`config.mk`:
```
export PLATFORM = sky130hd
export DESIGN_NAME = wayrep_ctrl
export DESIGN_NICKNAME = d
export VERILOG_FILES = /design/src/rtl/wayrep_pkg.sv /design/src/rtl/wayrep_picker.sv /design/src/rtl/wayrep_set_state.sv /design/src/rtl/wayrep_store.sv /design/src/rtl/wayrep_ctrl.sv
export SDC_FILE = /design/constraint.sdc
export NUM_CORES = 1
export LEC_CHECK = 0
export BUFFER_PORTS_ARGS = -buffer_cell sky130_fd_sc_hd__buf_2
export CAP_MARGIN = 20
export CORE_ASPECT_RATIO = 1.4
export CORE_MARGIN = 3
export CORE_UTILIZATION = 55
export DETAILED_ROUTE_END_ITERATION = 10
export PLACE_DENSITY = 0.82
export SETUP_SLACK_MARGIN = 0.02
export SLEW_MARGIN = 20
export SYNTH_ARGS = -nofsm -noshare
export SYNTH_HDL_FRONTEND = slang
export SYNTH_SLANG_ARGS = --single-unit
```
`constraint.sdc`:
```
create_clock -name clk -period 2.78 [get_ports clk]
set_input_delay 0.139 -clock clk [delete_from_list [all_inputs] [get_ports clk]]
set_output_delay 0.139 -clock clk [all_outputs]
set_load 0.01 [all_outputs]
```
`src/rtl/wayrep_pkg.sv`:
```
package wayrep_pkg;

    typedef enum logic [1:0] {
        REQ_IDLE = 2'd0,
        REQ_FILL = 2'd1,
        REQ_PIN  = 2'd2
    } req_kind_e;

    typedef struct packed {
        logic valid;
        logic lock;
        logic none;
    } resp_flags_t;

    function automatic req_kind_e classify_req(input logic valid, input logic pin);
        if (!valid)
            return REQ_IDLE;
        else if (pin)
            return REQ_PIN;
        else
            return REQ_FILL;
    endfunction

    function automatic resp_flags_t make_flags(input req_kind_e kind, input logic found);
        resp_flags_t f;
        f.valid = (kind != REQ_IDLE);
        f.lock  = (kind == REQ_PIN);
        f.none  = (kind == REQ_FILL) && !found;
        return f;
    endfunction

endpackage

```
`src/rtl/wayrep_picker.sv`:
```
module wayrep_picker #(
    parameter int WAYS  = 4,
    parameter int WAY_W = $clog2(WAYS)
) (
    input  logic [WAYS-1:0]  mask,
    input  logic [WAY_W-1:0] ptr,
    output logic [WAY_W-1:0] way,
    output logic             found
);
    logic [WAY_W-1:0] idx;

    // Scan from the farthest offset back to the pointer so the nearest free way wins.
    always_comb begin
        found = 1'b0;
        way   = '0;
        idx   = '0;
        for (int i = WAYS - 1; i >= 0; i--) begin
            idx = ptr + WAY_W'(i);
            if (!mask[idx]) begin
                found = 1'b1;
                way   = idx;
            end
        end
    end
endmodule

```
`src/rtl/wayrep_set_state.sv`:
```
module wayrep_set_state #(
    parameter int WAYS  = 4,
    parameter int WAY_W = $clog2(WAYS)
) (
    input  logic             clk,
    input  logic             rst,
    input  logic             ptr_we,
    input  logic [WAY_W-1:0] ptr_d,
    input  logic             pin_we,
    input  logic [WAY_W-1:0] pin_way,
    input  logic             clr,
    output logic [WAY_W-1:0] ptr_q,
    output logic [WAYS-1:0]  mask_q
);
    always_ff @(posedge clk) begin
        if (rst)
            ptr_q <= '0;
        else if (ptr_we)
            ptr_q <= ptr_d;
    end

    // A clear in the same cycle as a pin wins.
    always_ff @(posedge clk) begin
        if (rst || clr)
            mask_q <= '0;
        else if (pin_we)
            mask_q[pin_way] <= 1'b1;
    end
endmodule

```
`src/rtl/wayrep_store.sv`:
```
module wayrep_store #(
    parameter int SETS  = 8,
    parameter int WAYS  = 4,
    parameter int SET_W = $clog2(SETS),
    parameter int WAY_W = $clog2(WAYS)
) (
    input  logic             clk,
    input  logic             rst,
    input  logic [SET_W-1:0] acc_set,
    input  logic             ptr_we,
    input  logic [WAY_W-1:0] ptr_d,
    input  logic             pin_we,
    input  logic [WAY_W-1:0] pin_way,
    input  logic             clr_we,
    input  logic [SET_W-1:0] clr_set,
    output logic [WAY_W-1:0] rd_ptr,
    output logic [WAYS-1:0]  rd_mask
);
    logic [WAY_W-1:0] ptr_arr  [SETS];
    logic [WAYS-1:0]  mask_arr [SETS];

    for (genvar s = 0; s < SETS; s++) begin : g_set
        logic hit_acc;
        logic hit_clr;
        assign hit_acc = (acc_set == SET_W'(s));
        assign hit_clr = clr_we && (clr_set == SET_W'(s));

        wayrep_set_state #(.WAYS(WAYS), .WAY_W(WAY_W)) st_i (
            .clk     (clk),
            .rst     (rst),
            .ptr_we  (ptr_we && hit_acc),
            .ptr_d   (ptr_d),
            .pin_we  (pin_we && hit_acc),
            .pin_way (pin_way),
            .clr     (hit_clr),
            .ptr_q   (ptr_arr[s]),
            .mask_q  (mask_arr[s])
        );
    end

    assign rd_ptr  = ptr_arr[acc_set];
    assign rd_mask = mask_arr[acc_set];
endmodule

```
`src/rtl/wayrep_ctrl.sv`:
```
module wayrep_ctrl
    import wayrep_pkg::*;
#(
    parameter int SETS       = 8,
    parameter int WAYS       = 4,
    parameter int LOCK_WAY_A = 0,
    parameter int LOCK_WAY_B = 1,
    localparam int SET_W     = $clog2(SETS),
    localparam int WAY_W     = $clog2(WAYS)
) (
    input  logic             clk,
    input  logic             rst,
    input  logic             alloc_valid,
    input  logic [SET_W-1:0] alloc_set,
    input  logic             lock_en,
    input  logic             lock_sel,
    input  logic             unlock_valid,
    input  logic [SET_W-1:0] unlock_set,
    output logic             victim_valid,
    output logic [WAY_W-1:0] victim_way,
    output logic             victim_lock,
    output logic             no_victim
);
    localparam logic [WAY_W-1:0] PIN_A = WAY_W'(LOCK_WAY_A);
    localparam logic [WAY_W-1:0] PIN_B = WAY_W'(LOCK_WAY_B);

    req_kind_e        kind;
    resp_flags_t      flags_d;
    logic [WAY_W-1:0] cur_ptr;
    logic [WAYS-1:0]  cur_mask;
    logic [WAY_W-1:0] pick_way;
    logic             pick_found;
    logic [WAY_W-1:0] pin_way;
    logic [WAY_W-1:0] way_d;

    assign kind    = classify_req(alloc_valid, lock_en);
    assign pin_way = lock_sel ? PIN_B : PIN_A;
    assign flags_d = make_flags(kind, pick_found);

    wayrep_store #(.SETS(SETS), .WAYS(WAYS), .SET_W(SET_W), .WAY_W(WAY_W)) store_i (
        .clk     (clk),
        .rst     (rst),
        .acc_set (alloc_set),
        .ptr_we  ((kind == REQ_FILL) && pick_found),
        .ptr_d   (pick_way + WAY_W'(1)),
        .pin_we  (kind == REQ_PIN),
        .pin_way (pin_way),
        .clr_we  (unlock_valid),
        .clr_set (unlock_set),
        .rd_ptr  (cur_ptr),
        .rd_mask (cur_mask)
    );

    wayrep_picker #(.WAYS(WAYS), .WAY_W(WAY_W)) pick_i (
        .mask  (cur_mask),
        .ptr   (cur_ptr),
        .way   (pick_way),
        .found (pick_found)
    );

    always_comb begin
        unique case (kind)
            REQ_PIN:  way_d = pin_way;
            REQ_FILL: way_d = pick_found ? pick_way : '0;
            default:  way_d = '0;
        endcase
    end

    always_ff @(posedge clk) begin
        if (rst) begin
            victim_valid <= 1'b0;
            victim_way   <= '0;
            victim_lock  <= 1'b0;
            no_victim    <= 1'b0;
        end else begin
            victim_valid <= flags_d.valid;
            victim_way   <= way_d;
            victim_lock  <= flags_d.lock;
            no_victim    <= flags_d.none;
        end
    end
endmodule

```
Yosys cells after proc, flatten, opt, wreduce, memory -nomap -nowiden
Cells that the tools add are included.
Widths: inputs -> output; s select.

cells by class
  equality and inequality tests = 16
  order comparisons = 7
  reductions and logical operators = 39
  bitwise logic cells = 9
  multiplexer cells = 29
  add/subtract/negate cells = 4

operator list
  operator             number
  $or 4x4->4           8
  $logic_and 1x1->1    27
  $eq 3x3->1 const B   8
  $mux 2               9
  $bmux 4 s3           1
  $eq 3x2->1 const B   4
  $lt 2x3->1 const B   4
  $mux 1               10
  $bmux 1 s2           4
  $logic_or 1x1->1     8
  $mux 4               2
  $bmux 2 s3           1
  $eq 3x1->1 const B   2
  $logic_not 3->1      2
  $add 2x1->2 const B  2
  $add 2x2->2 const B  2
  $ge 4x4->1 const B   1
  $not 3->4            1
  $pmux 2 s2           1
  $lt 1x3->1 const B   1
  $demux 1 s2          1
  $eq 2x1->1 const B   1
  $eq 2x2->1 const B   1
  $reduce_bool 2->1    1
  2 further kinds      2

word-level totals
  logic and storage cells = 124
  register bits = 53
  output and inout port bits = 5

Depth between registers and ports, before layout
Gate-level depths: netlist of the first run.

  depth in word-level cells = 13
  depth in mapped cells = 6
  gate-level depth less buffers = 4

Hierarchy
A second synthesis of the first run with hierarchy kept.

unflattened totals
  cell total of the unflattened synthesis = 270
  area total of the unflattened synthesis = 2617.5 um2

by module, submodules not included
  module            seq. area each (um2)  times used  area an instance (um2)  cells each
  wayrep_set_state  120.1                 8           210.2                   19
  wayrep_store      0.0                   1           653.1                   87
  wayrep_ctrl       100.1                 1           211.5                   18
  wayrep_picker     0.0                   1           71.3                    13

Least setup slack after synthesis of the first run
Ideal clock, no wire load.

  path type = reg2reg
  start = register store_i.g_set[5].st_i.ptr_q[1]
  end = register store_i.g_set[3].st_i.ptr_q[1]
  setup slack = 1.063 ns
  data required time = 2.684 ns
  buffers on the path = 1
  stages on the path, launching flop included = 6
  data arrival time = 1.621 ns
  cells stage by stage = dfxtp_1 -> mux4_1 -> mux2_2 -> and2_1 -> buf_6 -> o41ai_2

on the way
  cells in the longest elaborated chain, start to end = 12
  elaborated cells between the ends (all ways) = 25
  classes of those cells = add/sub (4); mux (19); reduce/logical (2)

ends and longest elaborated chain
  element                                                              RTL line                RTL
  start: declaration                                                   wayrep_set_state.sv:12  output logic [WAY_W-1:0] ptr_q,
  start signal: assignment                                             wayrep_set_state.sv:19  ptr_q <= ptr_d;
  $bmux 2 s3 (*)                                                       wayrep_store.sv:41      assign rd_ptr = ptr_arr[acc_set];
  $mux 2 (not written as such) (*) (2 in a row)                        wayrep_store.sv:41
  parallel branches: the longest is 9 deep, another holds $add 2x2->2  --
  end signal: assignment                                               wayrep_set_state.sv:19
  end: declaration                                                     wayrep_set_state.sv:12

Mark *: on every way between the ends. The select of a mux whose other input is x is not followed.
A chain may end at the register's enable or synchronous reset.

Final worst setup path of the first run
  start = register store_i.g_set[5].st_i.ptr_q[1]
  end = register store_i.g_set[4].st_i.ptr_q[0]

on the way
  cells in the longest elaborated chain, start to end = 12
  elaborated cells between the ends (all ways) = 25
  classes of those cells = add/sub (4); mux (19); reduce/logical (2)

ends and longest elaborated chain
  element                                                              RTL line
  $bmux 2 s3 (*)                                                       wayrep_store.sv:41
  $mux 2 (not written as such) (*) (2 in a row)                        wayrep_store.sv:41
  parallel branches: the longest is 9 deep, another holds $add 2x2->2  --
  end signal: assignment                                               wayrep_set_state.sv:19
  end: declaration                                                     wayrep_set_state.sv:12

Marked as above.

==> results of run 1 <==
==> critical path, delay by kind of cell, from the launching register on <==
family	cells	cell delay [ns]
flip-flops	1	0.33
buffers and inverters	1	0.21
multiplexers	2	0.69
AO/OA/AOI/OAI	2	0.56
==> cell type report <==
class,instances,area share [%]
multi-input combinational,123,51.3
sequential,37,37.0
timing repair buffer,17,4.38
clock buffer,6,3.63
tap,39,2.44
inverter,4,0.750
clock inverter,2,0.500
==> registers in the layout (all words and copies together), names as in the netlist <==
| name | cells |
|---|---|
| store_i.g_set.st_i.mask_q | 16 |
| no_victim | 1 |
| victim_way | 2 |
| victim_lock | 1 |
| victim_valid | 1 |
| store_i.g_set.st_i.ptr_q | 16 |
==> power groups by stage <==
stage	Combinational [mW]	Clock (mW)	Sequential [mW]
2_1_floorplan	0.0717	0	0.554
3_3_place_gp	0.0930	0	0.553
3_5_place_dp	0.0971	0	0.554
4_1_cts	0.0975	0.367	0.542
5_1_grt	0.107	0.393	0.542
6_report	0.0982	0.360	0.542
==> cell families after synthesis <==
logic type,share of synthesized area (%)
DFF,39.7
muxes,13.8
other,0.201
buffers and inverters,5.23
and+or+nand+nor,13.8
AOI/OAI and AO/OA,27.2
==> metrics by stage <==
stage | power [mW] | setup slack (ns) | std cells | hold WS (ns) | cell area [sq um]
after floorplan | 0.626 | 1.06 | 178 | 0.229 | 1860
after global placement | 0.646 | 0.758 | 220 | 0.405 | 1920
after detailed placement | 0.651 | 0.684 | 220 | 0.419 | 1920
after CTS | 1.01 | 0.854 | 228 | 0.112 | 2000
after global routing | 1.04 | 0.760 | 228 | 0.123 | 2000
final | 1.00 | 0.844 | 228 | 0.118 | 2000
==> path summary, 6_finish.rpt <==
path | startpoint | end | cells after the start
worst min-delay path | unlock_set[0] | store_i.g_set[3].st_i.mask_q[0]$_SDFFE_PP0P_ | 2
worst max-delay path | store_i.g_set[5].st_i.ptr_q[1]$_SDFFE_PP0P_ | store_i.g_set[4].st_i.ptr_q[0]$_SDFFE_PP0P_ | 5
worst min register to register | store_i.g_set[2].st_i.mask_q[1]$_SDFFE_PP0P_ | store_i.g_set[2].st_i.mask_q[1]$_SDFFE_PP0P_ | 2
worst max register to register | store_i.g_set[5].st_i.ptr_q[1]$_SDFFE_PP0P_ | store_i.g_set[4].st_i.ptr_q[0]$_SDFFE_PP0P_ | 5
==> routing by layer <==
layer,GRT usage [%],vias to the layer above,share of wire (%)
met5,0,-,0
met3,6.00,17,4.6
met4,15.1,0,4.1
met2,39.7,64,54
met1,23.4,703,37
li1,-,691,-
==> layout by cell type (no fill, tap or decap), types with 4 or more instances in the layout <==
cell type,synthesis,layout
a211oi_2,4,4
a21oi_1,29,29
a311oi_1,4,4
buf_2,0,16
clkbuf_8,0,5
dfxtp_1,37,37
inv_1,4,4
mux4_1,4,4
mux4_2,4,4
nand2_1,10,10
nand3b_1,8,8
nor2_1,17,17
nor2b_1,4,4
o41ai_2,5,5
==> results_dict.tcl, run 1 <==
set metrics [dict create \
    synth-edff-count 0 \
    overflow 0 \
    start_kind "flip-flop" \
    crit_fanout 11 \
    grt_first_pass_wirelength_um 7040 \
    syn-instance-count 178 \
    dieArea_sq_um 4130 \
    fill_cells 281 \
    slowest_delay_ns 0.53 \
    io_pins 17 \
    grt_max_degree 39 \
    rows 24 \
    path_class "flip-flop to flip-flop" \
    min_period_ns 1.94 \
    r2r_slack_ns 0.84 \
    dp_hpwl_um 3190 \
    drc 0 \
    synth_seq_cells 37 \
    utilization_pct 62.9 \
    worst-slew-pin-transition_ns 0.755 \
    synthFlopType "dfxtp_1" \
    post-cts-setup-buffers 0 \
    slew-limit-headroom_pct 49.7 \
    n_antenna_cell 0 \
    initial_core_util_pct 58.6 \
    hold_viol 0 \
    finalCritPeriodShare_pct 69.6 \
    setup_viol 0 \
    area_growth_pct 7.32 \
    clk_path_buf_depth 2 \
    p_clk_share_pct 36.0 \
    wire_per_inst_um 18.7 \
    crit_required_ns 2.93 \
    outcome "finished clean" \
    viasPerCell 6.47 \
    synthArstFlopShare_pct 0 \
    cts.repair.resized 0 \
    cp-end-kind "flip-flop" \
    dr.first_iter.drc_count 88 \
    avgSynthCellArea_sq_um 10.5 \
    core_area_sq_um 3180 \
    grt_pass1_vias 1505 \
    cts_sinks 37 \
    cts_tree "built" \
    comb_power_share_pct 9.8 \
    internal_power_mw 0.747 \
    multiInputGateArea_sq_um 1030 \
    gp_congestion 0.838 \
    hp-class "primary input to flip-flop" \
    port_buffers 16 \
    synth_commonest_cells "dfxtp_1, a21oi_1, nor2_1" \
    cts_buffers 5 \
    rsz0062_at_grt "false" \
    regArea_sq_um 741 \
    detail-route-antenna-nets 0 \
    fin_setup_tns_ns 0 \
    drive_gt1_share_pct 25.4 \
    ys_warn_count 0 \
    ctsHoldBuffers 0 \
    synthDistinctLibCells 35 \
    synth-seq-area-share_pct 39.7 \
    max_freq_mhz 516 \
    yosysTopAreaCell "dfxtp_1" \
    fin_skew_ns 0.00917 \
    antenna_found_initial 0 \
    cap_violations 0 \
    fp.dieW_um 55.2 \
    synth_area_leaders "dfxtp_1, a21oi_1, mux4_1" \
    vias 1475 \
    wirelength_um 4260 \
    drv_slew 0 \
    dr.pass1.iters 4 \
    crit_chain "mux4_1 > mux2i_1 > buf_4 > a21o_1 > a211oi_2" \
    yosys.cell_count.top_type "dfxtp_1" \
    synth_area_sq_um 1860 \
    synth_nets 190 \
    p_switching_mw 0.253 \
    synth_top_area_share_pct 39.7 \
    path_clk_slew_ns 0.07 \
    die_y_um 74.9 \
    p_leak_nw 0.763 \
    power.density_nw_per_um2 500 \
    fin_nets 200 \
    clk_latency_ns 0.29 \
    crit_path_top_delay_cell "mux4_1" \
    arrival_ns 2.08 \
    clock-root-buffer "clkbuf_8" \
    irDropWorstVdd_mv 0.476 \
    grt_usage_pct 22.4 \
    pwr-share-seq_pct 54.2 \
    sw_frac_of_total_pct 25.3 \
    htree_levels 2 \
]
Note: power is estimated with default switching activity, not from simulation.
==> run 2, diff against run 1 <==
--- a/config.mk
+++ b/config.mk
@@ -9,9 +9,9 @@
 export CAP_MARGIN = 20
 export CORE_ASPECT_RATIO = 1.4
 export CORE_MARGIN = 3
-export CORE_UTILIZATION = 55
+export CORE_UTILIZATION = 52
 export DETAILED_ROUTE_END_ITERATION = 10
-export PLACE_DENSITY = 0.82
+export PLACE_DENSITY = 0.81
 export SETUP_SLACK_MARGIN = 0.02
 export SLEW_MARGIN = 20
 export SYNTH_ARGS = -nofsm -noshare
==> constraint.sdc (replaced) <==
create_clock -name clk -period 1.7 [get_ports clk]
set_input_delay 0.085 -clock clk [delete_from_list [all_inputs] [get_ports clk]]
set_output_delay 0.085 -clock clk [all_outputs]
set_load 0.01 [all_outputs]
==> run 2 against run 1 <==
Against the previous run: the run now ends with negative setup slack left; total power up 87%; final area up 14%; clock skew down 0.00094 ns; core utilization up 3.8 points; via count up 7.7%; critical endpoint is now victim_way[1]$_SDFF_PP0_; highest routed layer unchanged; global-route usage up 0.30 points; worst setup slack worse by 0.99 ns; sequential cell count unchanged; critical path type unchanged; sequential power up 64%.
==> results_dict.tcl, run 2 (synthesis results as in run 1) <==
set metrics [dict create \
    htree_levels 2 \
    detail-route-antenna-nets 0 \
    max_freq_mhz 543 \
    reg2regPathDepth 5 \
    final_cell_mix "dfxtp_1, a21oi_1, nor2_1" \
    slew-limit-headroom_pct 57.8 \
    whs_endpoint "store_i.g_set[3].st_i.mask_q[1]$_SDFFE_PP0P_" \
    timing.hold.ws_ns 0.0530 \
    cts_tree "built" \
    power.density_nw_per_um2 823 \
    p_switching_mw 0.428 \
    slowest_delay_ns 0.65 \
    die_y_um 76.8 \
    comb_power_share_pct 10.8 \
    dr.pass1.iters 5 \
    initial_core_util_pct 54.7 \
    crit_required_ns 1.83 \
    area_growth_pct 21.9 \
    ctsHoldBuffers 0 \
    grt_max_degree 27 \
    clk_path_buf_depth 2 \
    drive_gt1_share_pct 41.8 \
    violations "negative setup slack" \
    n_antenna_cell 0 \
    cts_sinks 37 \
    grt_usage_pct 22.7 \
    hold_viol 0 \
    grt_first_pass_wirelength_um 7730 \
    multiInputGateArea_sq_um 1100 \
    crit_path_top_delay_cell "a2111oi_1" \
    hp-class "primary input to flip-flop" \
    wire_per_inst_um 19.7 \
    setup_slack_ns -0.142 \
    worst-slew-pin-transition_ns 0.631 \
    drc 0 \
    dieArea_sq_um 4350 \
    viasPerCell 6.40 \
    cp-end-kind "flip-flop" \
    crit_fanout 6 \
    min_period_ns 1.84 \
    final_common_cell "dfxtp_1" \
    fill_cells 261 \
    fp.dieW_um 56.6 \
    path_clk_slew_ns 0.07 \
    reg2reg_from "store_i.g_set[3].st_i.mask_q[1]$_SDFFE_PP0P_" \
    grt_pass1_vias 1663 \
    fin_setup_tns_ns -0.279 \
    vias 1588 \
    regArea_sq_um 746 \
    overflow 0 \
    setup_viol 6 \
    drv_slew 0 \
    wirelength_um 4890 \
    fin_skew_ns 0.00823 \
    dp_hpwl_um 3340 \
    r2r_slack_ns -0.14 \
    p_leak_nw 0.868 \
    outcome "complete, but fails checks" \
    hold-path-cell-count 2 \
    port_buffers 16 \
    clk_latency_ns 0.29 \
    internal_power_mw 1.44 \
    rows 25 \
    dr.first_iter.drc_count 84 \
    reg2reg_to "victim_way[1]$_SDFF_PP0_" \
    path_class "flip-flop to flip-flop" \
    io_pins 17 \
    clock-root-buffer "clkbuf_8" \
    sw_frac_of_total_pct 22.9 \
    cap_violations 0 \
    pwr-share-seq_pct 47.4 \
    antenna_found_initial 0 \
    p_clk_share_pct 41.8 \
    core_area_sq_um 3410 \
    largest_registers "store_i.g_set.st_i.mask_q x16, store_i.g_set.st_i.ptr_q x16, victim_way x2" \
    finalCritPeriodShare_pct 108 \
    hold_start "unlock_set[1]" \
    irDropWorstVdd_mv 0.676 \
    arrival_ns 1.97 \
    gp_congestion 0.833 \
    start_kind "flip-flop" \
    crit_chain "mux4_2 > mux2_4 > buf_6 > o21ai_0 > a2111oi_1" \
    rsz0062_at_grt "true" \
    fin_nets 219 \
    cts_buffers 5 \
]
## run 2: cell count changes in the layout (fill, tap and decap cells not counted), moves of 3 or more
cell | before | now
dfxtp_2 | 0 | 4
buf_4 | 1 | 15
a21oi_1 | 29 | 22
a21oi_2 | 0 | 7
buf_6 | 0 | 3
dfxtp_1 | 37 | 33
mux4_2 | 4 | 8
mux4_1 | 4 | 0
## run 2: routing by layer
layer  GRT usage (%)  vias up  routed length [um]
li1                -      732                   -
met1            24.7      779                1840
met2            39.7       58                2610
met3            5.22       19                 246
met4            12.1        0                 199
met5               0        -                   0
## run 2: worst max path at each step
stage,end,slack (ns),from
after floorplan,victim_way[0]$_SDFF_PP0_,0.03,store_i.g_set[2].st_i.ptr_q[0]$_SDFFE_PP0P_
after global placement,victim_way[0]$_SDFF_PP0_,-0.11,alloc_set[1]
after detailed placement,store_i.g_set[2].st_i.ptr_q[1]$_SDFFE_PP0P_,-0.21,alloc_set[1]
after CTS,store_i.g_set[7].st_i.ptr_q[1]$_SDFFE_PP0P_,-0.009,store_i.g_set[7].st_i.ptr_q[1]$_SDFFE_PP0P_
after global routing,victim_way[1]$_SDFF_PP0_,-0.16,store_i.g_set[2].st_i.mask_q[1]$_SDFFE_PP0P_
final,victim_way[1]$_SDFF_PP0_,-0.14,store_i.g_set[3].st_i.mask_q[1]$_SDFFE_PP0P_
## run 2: worst max-delay path, delay by kind of cell (launching register included)
kind                   cells  cell delay (ns)
multiplexers               2             0.43
buffers and inverters      1             0.14
AO/OA/AOI/OAI              2             0.76
flip-flops                 1             0.34
## run 2: area by class of cell
cell class                      instances  area share (%)
Clock buffer                            7            3.80
Inverter                                4           0.661
Tap cell                               40            2.20
Multi-Input combinational cell        124            48.3
Clock inverter                          1            1.32
Timing Repair Buffer                   35            10.8
Sequential cell                        37            32.8
## run 2: through the flow
step	area (sq um)	total power [mW]	util [%]	cells	worst slack (ns)
2_1_floorplan	1870	1.02	-	178	0.0254
3_3_place_gp	2040	1.08	60.0	236	-0.106
3_5_place_dp	2040	1.09	60.0	236	-0.213
4_1_cts	2190	1.87	64.2	245	-0.00881
5_1_grt	2270	1.93	66.6	248	-0.158
6_report	2270	1.87	66.6	248	-0.142
## run 2: power groups by stage
stage	registers, mW	clock network [mW]	logic [mW]
2_1_floorplan	0.906	0	0.118
3_3_place_gp	0.905	0	0.179
3_5_place_dp	0.906	0	0.187
4_1_cts	0.886	0.793	0.192
5_1_grt	0.887	0.822	0.217
6_report	0.887	0.781	0.202
## run 2: repair_timing
action / CTS / global route
pin swaps: 3 / 8
endpoints found under the setup margin: 18 / 18
resized for setup: 11 / 16
gates cloned: 1 / 1
setup buffers: 0 / 2
